$ cat src/rtl/tfs_pkg.sv
package tfs_pkg;

    localparam int BUS_W      = 24;
    localparam int FIX_CODE_W = 11;
    localparam int FIX_ROW_W  = 4;
    localparam int FIX_PAL_W  = 4;
    localparam int SPR_CODE_W = 18;
    localparam int SPR_ROW_W  = 5;
    localparam int SPR_PAL_W  = 8;
    localparam int XPOS_W     = 8;

    typedef enum logic [2:0] {
        PH_FIX_PAL = 3'd0,
        PH_FIX_ADR = 3'd1,
        PH_GAP_A   = 3'd2,
        PH_SPR_PAL = 3'd3,
        PH_SPR_ADR = 3'd4,
        PH_GAP_B   = 3'd5
    } phase_e;

    typedef struct packed {
        logic [FIX_CODE_W-1:0] code;
        logic [FIX_ROW_W-1:0]  row;
        logic [FIX_PAL_W-1:0]  pal;
    } fix_attr_t;

    typedef struct packed {
        logic [SPR_CODE_W-1:0] code;
        logic [SPR_ROW_W-1:0]  row;
        logic [SPR_PAL_W-1:0]  pal;
        logic [XPOS_W-1:0]     xpos;
    } spr_attr_t;

    function automatic phase_e next_phase(input phase_e p);
        case (p)
            PH_FIX_PAL: next_phase = PH_FIX_ADR;
            PH_FIX_ADR: next_phase = PH_GAP_A;
            PH_GAP_A:   next_phase = PH_SPR_PAL;
            PH_SPR_PAL: next_phase = PH_SPR_ADR;
            PH_SPR_ADR: next_phase = PH_GAP_B;
            default:    next_phase = PH_FIX_PAL;
        endcase
    endfunction

endpackage

$ cat src/rtl/tfs_timebase.sv
module tfs_timebase #(
    parameter int WINDOW = 32,
    parameter int ROW    = 2 * WINDOW,
    parameter int CW     = $clog2(ROW)
) (
    input  logic          clk,
    input  logic          rst,
    input  logic          step_en,
    input  logic          line_go,
    output logic [CW-1:0] row_step,
    output logic [CW-1:0] win_step,
    output logic          first_win
);
    localparam logic [CW-1:0] LAST = CW'(ROW - 1);
    localparam logic [CW-1:0] WINV = CW'(WINDOW);

    logic [CW-1:0] step_q;

    always_ff @(posedge clk) begin
        if (rst) begin
            step_q <= '0;
        end else if (line_go) begin
            step_q <= '0;
        end else if (step_en) begin
            step_q <= (step_q == LAST) ? '0 : step_q + 1'b1;
        end
    end

    always_comb begin
        row_step  = step_q;
        first_win = (step_q < WINV);
        win_step  = first_win ? step_q : step_q - WINV;
    end
endmodule

$ cat src/rtl/tfs_phase_dec.sv
module tfs_phase_dec
    import tfs_pkg::*;
#(
    parameter int SHORT_T = 3,
    parameter int LONG_T  = 10,
    parameter int CW      = 6
) (
    input  logic [CW-1:0] win_step,
    output phase_e        phase
);
    localparam int E0 = SHORT_T;
    localparam int E1 = E0 + LONG_T;
    localparam int E2 = E1 + SHORT_T;
    localparam int E3 = E2 + SHORT_T;
    localparam int E4 = E3 + LONG_T;

    localparam logic [CW-1:0] B0 = CW'(E0);
    localparam logic [CW-1:0] B1 = CW'(E1);
    localparam logic [CW-1:0] B2 = CW'(E2);
    localparam logic [CW-1:0] B3 = CW'(E3);
    localparam logic [CW-1:0] B4 = CW'(E4);

    always_comb begin
        if (win_step < B0)      phase = PH_FIX_PAL;
        else if (win_step < B1) phase = PH_FIX_ADR;
        else if (win_step < B2) phase = PH_GAP_A;
        else if (win_step < B3) phase = PH_SPR_PAL;
        else if (win_step < B4) phase = PH_SPR_ADR;
        else                    phase = PH_GAP_B;
    end
endmodule

$ cat src/rtl/tfs_lane.sv
module tfs_lane #(
    parameter int WINDOW = 32,
    parameter int ROW    = 64,
    parameter int OFFSET = 0,
    parameter int STB_T  = 2,
    parameter int CW     = 6
) (
    input  logic [CW-1:0] row_step,
    output logic          qsel,
    output logic          stb
);
    localparam int            QTR  = ROW / 4;
    localparam logic [CW:0]   ROWV = (CW+1)'(ROW);
    localparam logic [CW:0]   ADDV = (CW+1)'(ROW - OFFSET);
    localparam logic [CW:0]   QV   = (CW+1)'(QTR);
    localparam logic [CW:0]   WV   = (CW+1)'(WINDOW);
    localparam logic [CW:0]   SV   = (CW+1)'(STB_T);

    logic [CW:0] sum;
    logic [CW:0] rel;
    logic [CW:0] rel_w;
    logic [CW:0] quarter;

    always_comb begin
        sum     = {1'b0, row_step} + ADDV;
        rel     = (sum >= ROWV) ? sum - ROWV : sum;
        rel_w   = (rel >= WV) ? rel - WV : rel;
        quarter = rel / QV;
        qsel    = quarter[0];
        stb     = (rel_w < SV);
    end
endmodule

$ cat src/rtl/tfs_bus_mux.sv
module tfs_bus_mux
    import tfs_pkg::*;
(
    input  phase_e             phase,
    input  logic               half,
    input  fix_attr_t          fix,
    input  spr_attr_t          spr,
    output logic [BUS_W-1:0]   bus
);
    localparam int FIX_ADR_W = FIX_CODE_W + 1 + FIX_ROW_W;
    localparam int FIX_PAD_W = BUS_W - FIX_ADR_W;
    localparam int FP_LO_W   = 16;
    localparam int FP_HI_W   = BUS_W - FP_LO_W - FIX_PAL_W;
    localparam int SP_LO_W   = BUS_W - SPR_PAL_W - XPOS_W;

    always_comb begin
        case (phase)
            PH_FIX_PAL: bus = {{FP_HI_W{1'b0}}, fix.pal, {FP_LO_W{1'b0}}};
            PH_FIX_ADR: bus = {{FIX_PAD_W{1'b0}}, fix.code, half, fix.row};
            PH_SPR_PAL: bus = {spr.pal, spr.xpos, {SP_LO_W{1'b0}}};
            PH_SPR_ADR: bus = {spr.code, half, spr.row};
            default:    bus = '0;
        endcase
    end
endmodule

$ cat src/rtl/tile_fetch_seq.sv
module tile_fetch_seq
    import tfs_pkg::*;
#(
    parameter int SHORT_T = 3,
    parameter int LONG_T  = 10,
    parameter int STB_T   = 2
) (
    input  logic                  clk,
    input  logic                  rst,
    input  logic                  step_en,
    input  logic                  line_go,
    input  logic [10:0]           fix_code,
    input  logic [3:0]            fix_row,
    input  logic [3:0]            fix_pal,
    input  logic [17:0]           spr_code,
    input  logic [4:0]            spr_row,
    input  logic [7:0]            spr_pal,
    input  logic [7:0]            spr_x,
    output logic [23:0]           bus,
    output logic [2:0]            phase_tag,
    output logic                  fix_qsel,
    output logic                  spr_qsel,
    output logic                  fix_stb,
    output logic                  spr_stb
);
    localparam int WINDOW = 4 * SHORT_T + 2 * LONG_T;
    localparam int ROW    = 2 * WINDOW;
    localparam int CW     = $clog2(ROW);
    localparam int LANES  = 2;

    logic [CW-1:0]    row_step;
    logic [CW-1:0]    win_step;
    logic             first_win;
    phase_e           phase;
    fix_attr_t        fix;
    spr_attr_t        spr;
    logic [LANES-1:0] lane_q;
    logic [LANES-1:0] lane_s;

    assign fix = '{code: fix_code, row: fix_row, pal: fix_pal};
    assign spr = '{code: spr_code, row: spr_row, pal: spr_pal, xpos: spr_x};

    tfs_timebase #(.WINDOW(WINDOW), .ROW(ROW), .CW(CW)) u_tb (
        .clk      (clk),
        .rst      (rst),
        .step_en  (step_en),
        .line_go  (line_go),
        .row_step (row_step),
        .win_step (win_step),
        .first_win(first_win)
    );

    tfs_phase_dec #(.SHORT_T(SHORT_T), .LONG_T(LONG_T), .CW(CW)) u_pd (
        .win_step(win_step),
        .phase   (phase)
    );

    // lane 0 times fix data, lane 1 times sprite data half a window later
    for (genvar g = 0; g < LANES; g++) begin : g_lane
        tfs_lane #(
            .WINDOW(WINDOW),
            .ROW   (ROW),
            .OFFSET(g * (WINDOW / 2)),
            .STB_T (STB_T),
            .CW    (CW)
        ) u_lane (
            .row_step(row_step),
            .qsel    (lane_q[g]),
            .stb     (lane_s[g])
        );
    end

    tfs_bus_mux u_mux (
        .phase(phase),
        .half (first_win),
        .fix  (fix),
        .spr  (spr),
        .bus  (bus)
    );

    assign phase_tag = phase;
    assign fix_qsel  = lane_q[0];
    assign spr_qsel  = lane_q[1];
    assign fix_stb   = lane_s[0];
    assign spr_stb   = lane_s[1];
endmodule

$ cat config.mk
export PLATFORM = sky130hd
export DESIGN_NAME = tile_fetch_seq
export DESIGN_NICKNAME = d
export VERILOG_FILES = /design/src/rtl/tfs_pkg.sv /design/src/rtl/tfs_timebase.sv /design/src/rtl/tfs_phase_dec.sv /design/src/rtl/tfs_lane.sv /design/src/rtl/tfs_bus_mux.sv /design/src/rtl/tile_fetch_seq.sv
export SDC_FILE = /design/constraint.sdc
export NUM_CORES = 1
export LEC_CHECK = 0
export BUFFER_PORTS_ARGS = -buffer_cell sky130_fd_sc_hd__buf_4
export CAP_MARGIN = 5
export CELL_PAD_IN_SITES_DETAIL_PLACEMENT = 0
export CELL_PAD_IN_SITES_GLOBAL_PLACEMENT = 2
export CORE_ASPECT_RATIO = 1.75
export CORE_MARGIN = 2
export CORE_UTILIZATION = 14
export CTS_CLUSTER_SIZE = 10
export DETAILED_ROUTE_END_ITERATION = 8
export MAX_ROUTING_LAYER = met4
export PLACE_DENSITY = 0.72
export SYNTH_ARGS = -nofsm -noshare
export SYNTH_HDL_FRONTEND = slang
export SYNTH_SLANG_ARGS = --single-unit
$ cat constraint.sdc
create_clock -name clk -period 1.6 [get_ports clk]
set_clock_uncertainty 0.05 [all_clocks]
set_input_delay 0.32 -clock clk [delete_from_list [all_inputs] [get_ports clk]]
set_output_delay 0.32 -clock clk [all_outputs]
set_load 0.01 [all_outputs]
==> impl_metrics.env <==
export IMPL_yosys_area_top_type_share=0.1902
export IMPL_gr_max_usage_layer="met2"
export IMPL_antennaDiodeCount=0
export IMPL_final_hold_violation_count=0
export IMPL_crit_fanout=10
export IMPL_h_tree_depth=1
export IMPL_p_per_area_nw_per_um2=329.4
export IMPL_grt_pass1_vias=1435
export IMPL_cts_tree="yes"
export IMPL_grt_pass1_wl_um=6755
export IMPL_maxCapViolCount=0
export IMPL_io_buffers=92
export IMPL_outcome="finished, violations left"
export IMPL_hpwl_um=3484
export IMPL_cts_clk_slew_worst_paths_ps=40
export IMPL_setup_viol_count_final=29
export IMPL_setup_tns_final_ps=-9484
export IMPL_slew_headroom=0.8244
export IMPL_hp_start="rst"
export IMPL_use_met1=0.1103
export IMPL_dieWidth_um=65.31
export IMPL_ys_flop_type="dfxtp_1"
export IMPL_ys_seq_elements=6
export IMPL_cts_sinks=6
export IMPL_min_to="u_tb.row_step[1]$_SDFFE_PP0P_"
export IMPL_synth_area_per_cell_um2=6.351
export IMPL_drc=0
export IMPL_period_minus_slack_ps=2039
export IMPL_synthesis_area_um2=920.9
export IMPL_min_path_cells=2
export IMPL_syn_inst=145
export IMPL_synth_cell_types=23
export IMPL_yosysTopAreaCell="a21oi_1"
export IMPL_async_flop_share=0
export IMPL_finalCritPeriodShare=1.274
export IMPL_syn_to_final_growth_pct=151.2
export IMPL_fmax_mhz=490.5
export IMPL_wl_per_cell_um=13.46
export IMPL_dr_pass1_iters=4
export IMPL_yosysWarningCount=0
export IMPL_start_kind="register"
export IMPL_clock_path_buffers=2
export IMPL_core_area_um2=6441
export IMPL_wl_um=4496
export IMPL_antenna_found_initial=0
export IMPL_reg2reg_depth=6
export IMPL_antenna_left=0
export IMPL_nets=321
export IMPL_grtUsageMet3=0.01929
export IMPL_die_area_um2=7268
export IMPL_track_usage=0.1213
export IMPL_leakage_nw=0.9817
export IMPL_synth_yosys_seq_area_share=0.1304
export IMPL_tightest_slew_ps=261.7
export IMPL_postLayoutCoreUtil=0.3592
export IMPL_reg2reg_to="u_tb.row_step[4]$_SDFFE_PP0P_"
export IMPL_cts_root_buf="clkbuf_16"
export IMPL_vias_per_cell=4.314
export IMPL_rsz0062_at_grt="true"
export IMPL_synth_edf_count=0
export IMPL_path_class="register to primary output"
export IMPL_synth_area_leaders="a21oi_1 19%, dfxtp_1 13%, mux2i_1 8.7%"
export IMPL_arrival_ps=1670
export IMPL_rows=39
export IMPL_start_util=0.1430
export IMPL_clock_latency_ps=230
export IMPL_vias=1441
export IMPL_grt_util_met2=0.2395
export IMPL_r2r_slack_ps=140
export IMPL_io_pins=93
export IMPL_maxSlewViolCount=0
export IMPL_reg2reg_from="u_tb.row_step[1]$_SDFFE_PP0P_"
export IMPL_worst_ep_required_time_ps=1230
export IMPL_largest_reg_flops=6
export IMPL_grt_overflow=0
export IMPL_place_gp_congestion=0.7233
export IMPL_numCtsBuffers=3
export IMPL_synth_most_common_cell="a21oi_1"
export IMPL_die_height_um=111.3
export IMPL_critPathCaptureType="primary output"
export IMPL_hold_path_class="input pin to register"
export IMPL_grt_max_degree=23
export IMPL_setup_slack_ps=-438.6
export IMPL_irDropWorstVdd_uv=373.6
export IMPL_layout_drive_gt1_share=0.6944
export IMPL_drt_iter0_drc=40
export IMPL_syn_nets=213
export IMPL_yosys_top_cells_count="35 x a21oi_1, 14 x nand2_1, 14 x nand3_1, 14 x nor2_1"
export IMPL_violations="setup timing"
==> per-layer routing <==
layer,up-vias,routed length (µm)
met3,8,249
met1,657,1467
li1,726,-
met5,-,0
met2,50,2703
met4,0,76
==> stage by stage <==
stage / std cells / worst slack (ps) / hold slack (ps) / total power [mW] / instance area (µm²)
2_1_floorplan: 145 / -61.92 / 337.1 / 0.1915 / 1119
3_3_place_gp: 325 / -204.3 / 444.1 / 0.3288 / 1998
3_5_place_dp: 325 / -229.3 / 445.1 / 0.3297 / 1998
4_1_cts: 335 / -427.1 / 203.3 / 0.7670 / 2253
5_1_grt: 334 / -478.4 / 206.0 / 0.7908 / 2313
6_report: 334 / -438.6 / 204.6 / 0.7621 / 2313
==> power breakdown <==
part | switching [mW] | total [mW] | internal [mW]
Clock | 0.0934 | 0.425 | 0.331
Sequential | 0.00251 | 0.153 | 0.150
Combinational | 0.0588 | 0.185 | 0.126
Total | 0.155 | 0.762 | 0.607
==> area by class of cell <==
| cell class | count | area [µm²] |
|---|---|---|
| clock buffers | 4 | 78.83 |
| fillers | 718 | 4128 |
| inverters | 5 | 21.27 |
| multi-input cells | 120 | 979.7 |
| flip-flops and latches | 6 | 131.4 |
| well taps | 82 | 102.6 |
| repair buffers | 117 | 999.7 |
==> repair_timing <==
item	in CTS	in global routing
resized for setup	23	17
hold buffers	0	0
cloned	2	0
pin swaps	8	7
buffers inserted	4	0
endpoints found under the setup margin	29	30
==> worst max path at each step <==
stage	startpoint	end	slack, ps	cells after the start
global route	u_tb.row_step[1]$_SDFFE_PP0P_	bus[13]	-480	6
CTS	u_tb.row_step[1]$_SDFFE_PP0P_	bus[15]	-430	6
finish	u_tb.row_step[1]$_SDFFE_PP0P_	bus[13]	-440	6
floorplan	u_tb.row_step[0]$_SDFFE_PP0P_	bus[22]	-60	6
detailed placement	u_tb.row_step[0]$_SDFFE_PP0P_	phase_tag[0]	-230	7
global placement	u_tb.row_step[0]$_SDFFE_PP0P_	phase_tag[0]	-200	7
==> cells in the final DEF (no fill, tap or decap), types with 3 or more instances in the layout <==
cell / synthesis / routed
xor2_1: 3 / 3
dfxtp_2: 0 / 3
nand2_1: 14 / 8
buf_4: 0 / 106
a31oi_2: 0 / 3
nor2_1: 14 / 12
ha_1: 6 / 3
nand3_2: 0 / 5
a21oi_2: 0 / 16
nand2_2: 1 / 6
buf_6: 3 / 3
nand3_1: 14 / 9
mux2i_1: 8 / 8
a21oi_1: 35 / 19
a31oi_4: 0 / 5
buf_12: 0 / 5
clkbuf_16: 0 / 3
==> logic make-up after synthesis <==
kind of cell	synth area share
AO/OA/AOI/OAI	0.2745
XOR/XNOR	0.04756
adder cells (fa/ha/maj)	0.08152
buffers and inverters	0.1073
flip-flops	0.1304
multiplexers	0.08696
AND/OR/NAND/NOR	0.2717
==> critical path, cell delays in order (launching register included) <==
cell	delay [ps]
dfxtp_4	350
ha_4	160
or3_4	380
buf_12	170
a31oi_2	180
a21oi_2	50
buf_4	140
(Power assumes the default switching activity.)
